--- src/rtl/sym5_pkg.sv ---
package sym5_pkg;
  localparam int GRP_W = 5;
  localparam int NIB_W = 4;
  localparam int CLS_W = 2;

  typedef enum logic [CLS_W-1:0] {
    CLS_DATA = 2'b00,
    CLS_IDLE = 2'b01,
    CLS_CTRL = 2'b10,
    CLS_VIOL = 2'b11
  } sym_cls_e;
endpackage

--- src/rtl/sym5_lut.sv ---
module sym5_lut
  import sym5_pkg::*;
(
  input  logic [GRP_W-1:0] grp_i,
  output logic [NIB_W-1:0] nib_o,
  output sym_cls_e         cls_o
);
  // Combinational lookup of the full 32-entry code space.
  always_comb begin
    nib_o = '0;
    cls_o = CLS_DATA;
    case (grp_i)
      5'b11110: nib_o = 4'h0;
      5'b01001: nib_o = 4'h1;
      5'b10100: nib_o = 4'h2;
      5'b10101: nib_o = 4'h3;
      5'b01010: nib_o = 4'h4;
      5'b01011: nib_o = 4'h5;
      5'b01110: nib_o = 4'h6;
      5'b01111: nib_o = 4'h7;
      5'b10010: nib_o = 4'h8;
      5'b10011: nib_o = 4'h9;
      5'b10110: nib_o = 4'hA;
      5'b10111: nib_o = 4'hB;
      5'b11010: nib_o = 4'hC;
      5'b11011: nib_o = 4'hD;
      5'b11100: nib_o = 4'hE;
      5'b11101: nib_o = 4'hF;
      5'b11111: cls_o = CLS_IDLE;
      5'b11000, 5'b10001, 5'b01101,
      5'b00111, 5'b00100: cls_o = CLS_CTRL;
      default:            cls_o = CLS_VIOL;
    endcase
  end
endmodule

--- src/rtl/sym5_out_reg.sv ---
module sym5_out_reg
  import sym5_pkg::*;
(
  input  logic             clk,
  input  logic             rst,
  input  logic             vld_i,
  input  logic             dv_i,
  input  logic [NIB_W-1:0] nib_i,
  input  sym_cls_e         cls_i,
  output logic [NIB_W-1:0] nib_o,
  output sym_cls_e         cls_o,
  output logic             err_o
);
  always_ff @(posedge clk) begin
    if (rst || !vld_i) begin
      nib_o <= '0;
      cls_o <= CLS_IDLE;
      err_o <= 1'b0;
    end else begin
      nib_o <= nib_i;
      cls_o <= cls_i;
      err_o <= dv_i && (cls_i == CLS_VIOL);
    end
  end

  // in-frame violation flagged
  a_r6_viol_in_frame: assert property (@(posedge clk) disable iff (rst)
    ($past(!rst) && $past(vld_i && dv_i && cls_i == CLS_VIOL)) |-> err_o);
  // no error outside a frame
  a_r7_no_err_out_of_frame: assert property (@(posedge clk) disable iff (rst)
    ($past(!rst) && $past(!dv_i)) |-> !err_o);
  // error only accompanies a violation
  a_r8_err_only_viol: assert property (@(posedge clk) disable iff (rst)
    err_o |-> (cls_o == CLS_VIOL));
  // missing strobe yields idle
  a_r9_idle_no_strobe: assert property (@(posedge clk) disable iff (rst)
    ($past(!rst) && $past(!vld_i)) |-> (cls_o == CLS_IDLE && nib_o == '0));
  // non-data classes carry a zero nibble
  a_r2_zero_nib_non_data: assert property (@(posedge clk) disable iff (rst)
    (cls_o != CLS_DATA) |-> (nib_o == '0));
endmodule

--- src/rtl/sym5_rx_decoder.sv ---
module sym5_rx_decoder
  import sym5_pkg::*;
(
  input  logic             clk,
  input  logic             rst,
  input  logic [GRP_W-1:0] grp_i,
  input  logic             grp_vld_i,
  input  logic             rx_dv_i,
  output logic [NIB_W-1:0] nib_o,
  output logic [CLS_W-1:0] cls_o,
  output logic             rx_err_o
);
  logic [NIB_W-1:0] lut_nib;
  sym_cls_e         lut_cls;
  sym_cls_e         reg_cls;

  sym5_lut lut_i (
    .grp_i (grp_i),
    .nib_o (lut_nib),
    .cls_o (lut_cls)
  );

  sym5_out_reg reg_i (
    .clk   (clk),
    .rst   (rst),
    .vld_i (grp_vld_i),
    .dv_i  (rx_dv_i),
    .nib_i (lut_nib),
    .cls_i (lut_cls),
    .nib_o (nib_o),
    .cls_o (reg_cls),
    .err_o (rx_err_o)
  );

  assign cls_o = reg_cls;

  // reset leaves outputs idle
  a_r10_reset_idle: assert property (@(posedge clk)
    $past(rst) |-> (cls_o == CLS_IDLE && nib_o == '0 && !rx_err_o));
endmodule

--- config.mk ---
export PLATFORM = sky130hd
export DESIGN_NAME = sym5_rx_decoder
export DESIGN_NICKNAME = d
export VERILOG_FILES = /design/src/rtl/sym5_pkg.sv /design/src/rtl/sym5_lut.sv /design/src/rtl/sym5_out_reg.sv /design/src/rtl/sym5_rx_decoder.sv
export SDC_FILE = /design/constraint.sdc
export NUM_CORES = 1
export LEC_CHECK = 0
export BUFFER_PORTS_ARGS = -buffer_cell sky130_fd_sc_hd__buf_2
export CELL_PAD_IN_SITES_DETAIL_PLACEMENT = 2
export CELL_PAD_IN_SITES_GLOBAL_PLACEMENT = 2
export CORE_MARGIN = 3
export CORE_UTILIZATION = 23
export CTS_CLUSTER_DIAMETER = 100
export CTS_CLUSTER_SIZE = 25
export DETAILED_ROUTE_END_ITERATION = 10
export PLACE_DENSITY_LB_ADDON = 0.1
export SLEW_MARGIN = 15
export SYNTH_ARGS = -nofsm -noshare
export SYNTH_HDL_FRONTEND = slang
export SYNTH_SLANG_ARGS = --single-unit
--- constraint.sdc ---
create_clock -name clk -period 1.3 [get_ports clk]
set_input_delay 0.13 -clock clk [delete_from_list [all_inputs] [get_ports clk]]
set_output_delay 0.13 -clock clk [all_outputs]
set_load 0.005 [all_outputs]
==> results of run 1 <==
[flip-flops by register name (all words and copies together), names as in the netlist]
register	cells
reg_i.err_o	1
reg_i.cls_o	2
reg_i.nib_o	4
[final cells by class]
class,count,area (µm²),share of cell area
timing repair buffer,15,75.1,0.159
tap,16,20.0,0.0423
sequential,7,140,0.296
multi-input combinational,32,211,0.447
clock buffer,4,26.3,0.0556
[critical path, stage by stage]
cell and delay [ns]:
buf_2 0.19, or2b_1 0.25, a41oi_1 0.25, nand4_1 0.12
[metrics by stage]
| step | util | setup WS (ns) | hold slack (ns) | total power [W] | instance area [µm²] |
|---|---|---|---|---|---|
| floorplan | - | 0.356 | 0.246 | 0.000288 | 378 |
| global placement | 0.293 | 0.248 | 0.384 | 0.000310 | 447 |
| detailed placement | 0.293 | 0.186 | 0.411 | 0.000316 | 447 |
| CTS | 0.310 | 0.451 | 0.149 | 0.000513 | 473 |
| global route | 0.310 | 0.368 | 0.159 | 0.000544 | 473 |
| finish | 0.310 | 0.457 | 0.159 | 0.000500 | 473 |
[cells in the mapped netlist, types with 2 or more instances]
cell / instances / area (µm²)
nand3b_1: 2 / 15.0
nand2_1: 4 / 15.0
and3_1: 3 / 18.8
nor2_1: 2 / 7.51
dfxtp_1: 7 / 140
buf_2: 3 / 15.0
a21oi_1: 3 / 15.0
xnor2_1: 4 / 35.0
[layer usage]
metal | global-route usage | part of all wire | up-vias
met1 | 0.135 | 0.43 | 169
met5 | 0 | 0 | -
met2 | 0.162 | 0.47 | 13
li1 | - | - | 183
met4 | 0.0852 | 0.0081 | 0
met3 | 0.0273 | 0.092 | 2
[cells by family (layout without fill, tap and decap cells)]
| kind of cell | count (synthesis) | in the layout |
|---|---|---|
| flops | 7 | 7 |
| buf+inv | 4 | 19 |
| compound gates | 7 | 7 |
| xor+xnor | 4 | 4 |
| simple gates | 21 | 21 |
[layout by cell type, fill, tap and decap left out, drive strengths merged]
master | netlist | layout
dfxtp | 7 | 7
and3 | 3 | 3
or2b | 1 | 1
o211a | 1 | 1
nor3 | 1 | 1
and2 | 1 | 1
a21oi | 3 | 3
nand2b | 1 | 1
o2111ai | 1 | 1
xnor2 | 4 | 4
nand4 | 1 | 1
or3 | 1 | 1
nand3 | 1 | 1
nand3b | 2 | 2
buf | 4 | 15
nand4bb | 1 | 1
nor4b | 1 | 1
a31oi | 1 | 1
nand2 | 4 | 4
nor2b | 1 | 1
a41oi | 1 | 1
nor2 | 2 | 2
clkbuf | 0 | 4
[final timing paths]
check,start,endpoint,slack (ns),depth (start not counted)
max,grp_i[1],reg_i.cls_o[0],0.46,4
min,rx_dv_i,reg_i.err_o,0.16,3
[power by group]
part	internal (W)	switching, W
Sequential	0.000223	0.00000160
Clock	0.000117	0.0000721
Combinational	0.0000389	0.0000473
Total	0.000379	0.000121
==> results, run 1 <==
- The count of different cell masters after synthesis is 23.
- The Yosys step of the flow raised 0 warnings.
- Counting every sink on the clock net gives 7.
- The maximum ir drop on the vdd rail is 0.210 mV.
- Among all flip-flop cells after synthesis, the most frequent one is dfxtp_1.
- The core box area is 1520 µm².
- After detailed routing, the number of remaining DRC violations is 0.
- The share of synthesized cell area in and, or, nand and nor gates is 0.338.
- After clock tree synthesis, the clock-pin slew on the worst setup and hold paths is ~0.050 ns.
- Of all nets on the critical path, the largest fanout is 10.
- The count of non-filler cells in the finished layout is 74.
- The tool flagged a number of max-cap violations equal to 0.
- In this run the remaining antenna-violating nets after routing total 0.
- The initial cell density of the core is 0.248.
- The overall via count from detail_route is ~370.
- The net total in the final layout is 68.
- The via count of the first global-routing pass was 377.
- The sequential share of the synthesized area is 0.371.
- Data on the critical path is required at its endpoint by 1.40 ns.
- After layout, the minimum clock period comes to 0.843 ns.
- The number of antenna repair diodes is 0.
- The first global-routing pass estimated 1.63 mm of wire.
- The starting DRC count in detailed routing is 0.
- The number of top-level pins is 16.
- The instance count after placement with tap cells included is 70.
- The fraction of registers with async set/reset is 0.
- Summed over all layers, the routed wires come to 989 µm.
- The portion of synthesized area spent on multiplexers is 0.
- Setup repair after global routing left no endpoint under its margin.
- Buffers inserted during clock tree synthesis total 3.
- The weighted congestion at the end of routability-driven global placement is 0.761.
- The pin count of the biggest net entering global routing is 13.
- Setup violations remaining at the end of the flow were counted as 0.
- The overall die height is about 47 µm.
- By area, the combinational part of the netlist is dominated by simple AND/OR/NAND/NOR gates.
- The data arrival time at the worst-slack endpoint is 0.94 ns.
- The initialized floorplan defines 14 standard-cell rows.
- After filler insertion, the fill cell instance count of the layout stands at 182.
- The per-cell via count in the routed design is 4.96.
- For the pin with the worst max-slew slack, the measured transition is 0.455 ns.
- When the netlist entered floorplanning its net count stood at 52.
- The final hold violation count is 0.
- The aggregate global routing overflow is 0.
- In the finished design, the share of the clock period the worst path needs comes to 0.649.
- The die covers 2170 µm².
- The synthesized-area fraction occupied by xor and xnor cells is 0.0927.
- The synthesized design contains 0 enable-type register cells.
- A synthesized cell averages 8.79 µm².
- The tree is rooted in a clkbuf_4.
- TritonCTS built the clock tree.
- The synthesis-to-finish area growth is 25.2%.
- Gates resized during post-CTS repair numbered 0.
- Power spread over the standard cell area amounts to 1060 nW/µm².
- STA classifies the critical path endpoint as a register.
- The hold-fix buffer count after cts is 0.
- The adder-cell share of the synthesized area is 0.
- STA classifies the critical path startpoint as a primary input.
- The number of antenna violations at the first check in global routing is 0.
- The floorplan die width is between 40 and 50 µm.
- The total number of H-tree levels is 1.
- The average detailed-routed wire length per instance is 13.4 µm.
- After technology mapping, the gate count stands at 43.
- The critical path is of the in2reg type.
- The synthesized netlist occupies a cell area of around 380 µm².
- After synthesis the netlist holds a flip-flop and latch count of 7.
- Buffers placed on the I/O ports in this run total 15.
- The max-slew headroom at the worst pin is 0.696.
- Timing would allow up to 1.19 GHz.
- The flow ran to the end, and the final reports show no timing, DRC or antenna violations.
- The area fraction in compound gates after synthesis is 0.129.
- The setup total negative slack is 0 ns.
- The number of buffers added for setup after CTS is 0.
- In the global route stage, overall resource usage came out at 0.110.
- Of the cells placed in the final design, the portion with a size suffix greater than 1 is 0.328.
- For this run, the detailed router's first-pass iteration total came to 1.
- The longest clock path from root to sink contains 2 buffers.
- The standby leakage power is 0.219 nW.
- The class of the tightest hold or removal check is in2reg.
- The final-report max-slew violation count was 0.
Power figures use the tool's default switching activity.
==> inputs of run 2 (changes only) <==
Clock period 1.3 ns to 0.8 ns, I/O delays scaled along.
==> run 2 against run 1 <==
  * Sequential power increased by 62%
  * Wire length increased by 10%
  * Critical path depth decreased by 3
  * Die area unchanged
  * Clock-buffer cell count unchanged
  * Power increased by 71%
  * Clock power increased by 63%
  * Flip-flop and latch count unchanged
  * Non-clock buffer count increased by 9
  * Global-route usage about the same
  * Sequential share of layout area decreased by 4.3 points
  * Largest power group unchanged
==> results, run 2 (same netlist as run 1, synthesis figures left out) <==
- The post-detailed-routing wire length is 1.09 mm.
- The number of antenna repair diodes is 0.
- The largest registers in the layout are reg_i.nib_o x4, reg_i.cls_o x2, reg_i.err_o x1.
- The standard cell area after detailed placement is approximately 530 µm².
- Leaving out fill and tap cells, the most frequent cell in the layout is buf_2.
- The net switching power is 0.000208 W.
- The flow ran to the end, and the final reports show no timing, DRC or antenna violations.
- The number of setup buffers added after CTS is 0.
- The core box area is 1520 µm².
- Walking the worst path, the cells encountered are buf_2.
- Of the total power, the share spent switching nets is 0.244.
- The number of antenna violations at the first check in global routing is 0.
- After detailed routing, the number of remaining DRC violations is 0.
- At the end of the flow, the number of nets in the layout was 77.
- The measured slew at the worst slew-check pin is 0.274 ns.
- Across the run, the number of max-cap violations was 0.
- The via count of the first global-routing pass is 371.
- The average detailed-routed wire length per instance is 13.1 µm.
- The starting DRC count in detailed routing is 1.
- The maximum ir drop on the vdd rail is 0.521 mV.
- The placement-stage worst setup slack is -0.139 ns.
- Using the TritonRoute via totals, the vias-per-cell ratio works out to 4.73.
- The number of port buffers is 15.
- STA classifies the critical path startpoint as a register.
- Summing all flip-flop and latch instances after layout gives 140 µm².
- The share of total power in combinational logic is 0.209.
- The maximum achievable frequency is approximately 1.4 GHz.
- The worst setup path is of the reg2out kind.
- The share of total power dissipated in the clock network is 0.363.
- The critical path's top delay family is flip-flops.
- The clock tree from TritonCTS is built.
- The floorplan has 14 rows.
- Of the cells placed in the final design, the portion with a size suffix greater than 1 is 0.448.
- The HPWL after detailed placement is 907 µm.
- The pre-antenna-repair detailed-routing pass consisted of 3 iterations.
- After global routing the overflow that remains totals 0.
- No sink is reached through more buffers than the 2 on the longest clock path.
- The power consumption is 0.000853 W.
- The final hold violation count came to 0.
- The overall track demand over capacity in global routing is 0.110.
- With fillers left out, the area of the finished cells amounts to between 500 and 600 µm².
- The flip-flop count of the largest register after layout is 4.
- Headroom to the max-slew limit came out at 0.817.
- The hold-fix buffer count after cts is 0.
- The total number of H-tree levels is 1.
- The first global-routing pass estimated around 1.7 mm of wire.
- The required time of the critical path is just over 0.7 ns.
- The final-report max-slew violation count is 0.
- The register bank with the most flops is reg_i.nib_o.
- The worst-path maximum fanout is 1.
- The clock net sink count is 7.
- The floorplan die width is 46.5 µm.
- The count of nets left with antenna violations after detail routing is 0.
- The pin count of the biggest net entering global routing is 11.
- In the layout the commonest cells are buf_2, buf_4, dfxtp_1, nand2_1, xnor2_1.
- The number of buffers added by the clock tree synthesis step is 3.
- The multi-input gate area in the final layout is ~230 µm².
- The class of the tightest hold or removal check is in2reg.
- The tree is rooted in a clkbuf_4.
- The total internal power is 0.000645 W.
- 16 I/O pins were placed.
- Gates resized during post-CTS repair numbered 0.
- Summed over all cells, the static leakage comes to 0.265 nW.
- The data arrival time at the worst-slack endpoint is 0.66 ns.
- The routed layout has 393 vias.
- The die covers 2170 µm².
- Adding up every negative setup slack in the final design gives 0 ns.
- The power share of the sequential group is 0.428.
- STA classifies the critical path endpoint as an output port.
- The area growth from synthesis to layout is 46.7%.
- The period utilization is 0.920.
- Clock-pin slew was measured on the worst setup and hold paths at around 0.050 ns.
- The count of buffer and inverter cells on the critical path is 1.
- The overall die height is 46.5 µm.
- On the critical path, the stage with the largest delay is an instance of dfxtp_1.
- The filler cells instantiated in the layout total 193.
- The post-layout worst setup margin is approximately 0.064 ns.
- Routability-driven placement finished with a final weighted congestion of 0.770.
- The post-route minimum period is 0.736 ns.
- Setup repair after global routing left no endpoint under its margin.
- The count of final setup violators is 0.
- The power density over the cells is 1540 nW/µm².
- The stage delay of the slowest cell on the critical path is 0.30 ns.
- The initial utilization of the core area, before any placement, comes to 0.248.
-- run 2: cell count changes in the layout (fill, tap and decap cells not counted), sizes merged --
cell	delta
buf	+9
-- run 2: worst paths after layout --
check      startpoint  cells past startpoint     endpoint
max    reg_i.nib_o[1]                      1     nib_o[1]
min           rx_dv_i                      3  reg_i.err_o
-- run 2: metrics by stage --
stage | hold WS [ns] | std cells | util
final | 0.0839 | 83 | 0.364
after global routing | 0.0863 | 83 | 0.364
after CTS | 0.0811 | 83 | 0.364
after detailed placement | 0.341 | 79 | 0.346
after global placement | 0.337 | 79 | 0.346
after floorplan | 0.196 | 43 | -
-- run 2: cell type report --
cell class,count,share of cell area
multi-input combinational,32,0.406
timing repair buffer,24,0.257
sequential,7,0.253
clock buffer,4,0.0474
tap,16,0.0361
-- run 2: power groups by stage --
stage / clock [W] / sequential, W / combinational [W]
finish: 0.000309 / 0.000365 / 0.000178
global route: 0.000344 / 0.000365 / 0.000200
CTS: 0.000321 / 0.000365 / 0.000182
detailed placement: 0 / 0.000373 / 0.000180
global placement: 0 / 0.000372 / 0.000172
floorplan: 0 / 0.000375 / 0.000104
-- run 2: metal layers --
metal / track usage / vias up / share of wire
met5: 0 / - / 0
met4: 0.0170 / 0 / 0
met3: 0.0234 / 0 / 0.079
met2: 0.195 / 15 / 0.48
met1: 0.135 / 178 / 0.44
li1: - / 200 / -
==> inputs of run 3 (changes only) <==
Settings changed: ABC_AREA from default to 1, CORE_UTILIZATION 23 to 22, SYNTH_HIERARCHICAL from default to 1.
==> run 3 against run 2 <==
  * The run now ends with setup timing left
  * Clock-buffer cell count unchanged
  * Combinational power is 130% higher
  * Die area up 20%
  * Sequential power is 1% higher
  * Flip-flop and latch count is the same
  * Via count increased by 62%
  * Cell count grew 63%
  * Critical path type is now in2reg
  * Largest cell class unchanged
==> results, run 3 <==
- The standard-cell row count is 15.
- The number of antenna violations at the first check in global routing is 0.
- The instance count after placement with tap cells included is between 100 and 150.
- The overall via count from detail_route is 637.
- The placed wire-length estimate is 1.42 mm.
- The final hold violation count is 0.
- The start point of the worst hold path is grp_vld_i.
- The max-slew headroom at the worst pin is 0.850.
- In this run the mean area of a mapped cell was 6.07 µm².
- The number of fill cells in the layout is 207.
- The predominant post-synthesis flop cell is dfxtp_1.
- From left edge to right edge, the die measures 50.9 µm.
- The slowest stage of the critical path belongs to the cell nor2_4.
- The detailed-route DRC error count is 0.
- For this run, the register share of the synthesized area comes to 0.316.
- The final reports fail on setup timing.
- Sorting the synthesized cells by how often they occur yields nand2_1, inv_1, nor2_1, dfxtp_1, nand3_1.
- The cell sitting at the root of the clock tree is a clkbuf_4.
- The net total in the final layout is 120.
- The critical path launch point type is a primary input.
- Sorting the synthesized cells by area gives the leading types as dfxtp_1, nand2_1, inv_1.
- After clock tree synthesis, the clock-pin slew on the worst setup and hold paths is 0.06 ns.
- The number of buffers on the longest clock path is 2.
- The count of non-filler cells in the finished layout is 135.
- The number of enable flip-flop cells after synthesis is 0.
- In the post-route analysis, the smallest setup slack over all paths is -0.113 ns.
- The post-synthesis instance area is 443 µm².
- The final layout contains routed wiring with a total length of between 2 and 3 mm.
- In this run the standard cell core region covers 1820 µm².
- The top cell types in the final layout, fill and taps aside, are buf_4, inv_1, buf_2, nor2_4, nand2_1.
- The most used standard cell by instance count after synthesis is nand2_1.
- For this run the aggregate overflow at the end of global routing stands at 0.
- The max-capacitance violation count is 0.
- The synthesis-to-finish area growth is 108%.
- Along the worst path, the maximum fanout reaches 4.
- Setup repair after global routing could not meet its margin everywhere.
- The critical path is of the in2reg type.
- The per-cell via count in the routed design is 4.72.
- The placement-stage worst setup slack is -0.403 ns.
- For the worst setup path, the data required time is 0.99 ns.
- The most common cell after layout, fill and taps aside is buf_4.
- The starting DRC count in detailed routing is 9.
- The total number of H-tree levels is 1.
- TritonCTS built the clock tree.
- The maximum ir drop on the vdd rail is 0.645 mV.
- After technology mapping, the gate count stands at 73.
- The run finished, with violations left.
- The total nets after synthesis is 82.
- The pin count of the biggest net entering global routing is 9.
- The overall die height is 50.9 µm.
- The type of element capturing the critical path is a register.
- After layout, the minimum clock period comes to approximately 0.9 ns.
- For this configuration, the core starts out at a cell density of 0.243.
- In this run the count of I/O pins placed on the die edge is 16.
- Ranked by flip-flop count, first place goes to reg_i/nib_o.
- The worst hold path terminates at reg_i/cls_o[0].
- At the worst endpoint, the arrival time is approximately 1.1 ns.
- The top-area cell type share of the netlist area is 0.316.
- Walking the worst path, the cells encountered are buf_12 -> buf_12 -> nand2_8 -> nor2_4 -> nor2_4 -> nand2_4 -> nor2_2 -> nand3_1 -> nand2_1 -> nand3_2 -> nor2_2.
- For this run, the total global-route usage over all layers was measured as 0.226.
- The number of cells on the worst hold path is 2.
- The class of the tightest hold or removal check is in2reg.
- In this run, synthesis produced a sequential element count of 7.
- The biggest area consumer among synthesized cells is dfxtp_1.
- The fraction of layout cells with a size suffix above 1 is 0.636.
- The fraction of registers with async set/reset is 0.
- Routability-driven placement finished with a final weighted congestion of 0.757.
- Summed over all cells, the static leakage comes to 0.445 nW.
- Of the available clock period, the critical path in the final layout requires 1.14.
- The number of port buffers is 15.
- Timing would allow up to 1.09 GHz.
- The count of different cell masters after synthesis is 16.
- The flip-flop count of the largest register after layout is 4.
- The number of clock buffers added by TritonCTS is 3.
- 0 antenna diodes ended up in the layout.
- In the final layout, the registers with the most flip-flops are reg_i/nib_o x4, reg_i/cls_o x2, reg_i/err_o x1.
- The measured slew at the worst slew-check pin is 0.225 ns.
- Setup violations remaining at the end of the flow were counted as 3.
- The first global-routing pass estimated 4.14 mm of wire.
- The largest single stage delay on the critical path is 0.14 ns.
- For this design the ratio of total power to cell area is between 1000 and 1500 nW/µm².
- The clock net sink count is 7.
- The overall die area is 2590 µm².
- The via count of the first global-routing pass is 754.
- The count of nets left with antenna violations after detail routing is 0.
- The final-report max-slew violation count is 0.
- Dividing the detail-routed wire length by the instance count gives 19.6 µm.
- The first TritonRoute pass finished after 4 iterations.
- During synthesis, Yosys emitted a total of 6 warnings.
[run 3: cell types whose count changed in the layout (fill, tap and decap cells not counted), moves of 4 or more]
cell,delta
nand3_1,+4
nor2_1,+4
inv_1,+10
xnor2_1,-4
buf_6,+7
nor2_4,+9
buf_4,+7
nand2_2,+5
nand2_1,+5
buf_2,-6
[run 3: per-layer routing]
metal,vias to the layer above,wire length [µm],track usage
li1,296,-,-
met1,308,1030,0.247
met2,25,1430,0.422
met3,8,119,0.0554
met4,0,63,0.0762
met5,-,0,0
[run 3: power breakdown]
group | leakage [nW] | switching (W) | total, W | internal (W)
combinational | 0.372 | 0.000223 | 0.000410 | 0.000187
clock | 0.0150 | 0.000151 | 0.000343 | 0.000192
sequential | 0.0581 | 0.00000579 | 0.000369 | 0.000363
total | 0.445 | 0.000381 | 0.00112 | 0.000742
[run 3: through the flow]
step	hold slack (ns)	TNS [ns]	util	area (µm²)	total power, W
final	0.0370	-0.263	0.506	921	0.00112
after global routing	0.0411	-0.492	0.506	921	0.00120
after CTS	0.0236	-0.120	0.479	872	0.00109
after detailed placement	0.294	-1.85	0.384	698	0.000646
after global placement	0.292	-1.53	0.384	698	0.000634
after floorplan	0.166	-0.188	-	467	0.000503
[run 3: what timing repair did]
| item | in CTS | in global routing |
|---|---|---|
| endpoints found under the setup margin | 4 | 6 |
| pin swaps | 16 | 9 |
| hold buffers | 0 | 0 |
| gates resized for setup | 37 | 14 |
| setup buffers | 2 | 0 |
[run 3: cell type report]
class	instances	area, µm²	area share
timing repair buffer	34	284	0.308
tap	25	31.3	0.0340
clock buffer	4	26.3	0.0285
sequential	7	143	0.155
inverter	15	61.3	0.0666
multi-input combinational	50	375	0.408
[run 3: worst max-delay path by stage]
| stage | from | endpoint | slack, ns | cells past startpoint |
|---|---|---|---|---|
| 6_report | grp_i[1] | reg_i/err_o | -0.11 | 11 |
| 2_1_floorplan | grp_i[4] | reg_i/cls_o[0] | -0.08 | 8 |
| 3_3_place_gp | grp_i[2] | reg_i/cls_o[0] | -0.34 | 9 |
| 5_1_grt | grp_i[1] | reg_i/err_o | -0.16 | 11 |
| 3_5_place_dp | grp_i[1] | reg_i/err_o | -0.40 | 9 |
| 4_1_cts | grp_i[0] | reg_i/err_o | -0.07 | 11 |
[run 3: critical path: cells and delay by family]
kind / cells / cell delay (ns)
buffers and inverters: 2 / 0.23
and+or+nand+nor: 9 / 0.77
[run 3: cell families (layout without fill, tap and decap cells)]
| group | after synthesis | count (layout) | synth area share |
|---|---|---|---|
| buffers and inverters | 16 | 53 | 0.153 |
| flip-flops | 7 | 7 | 0.316 |
| AO/OA/AOI/OAI | 6 | 6 | 0.0819 |
| AND/OR/NAND/NOR | 44 | 44 | 0.449 |
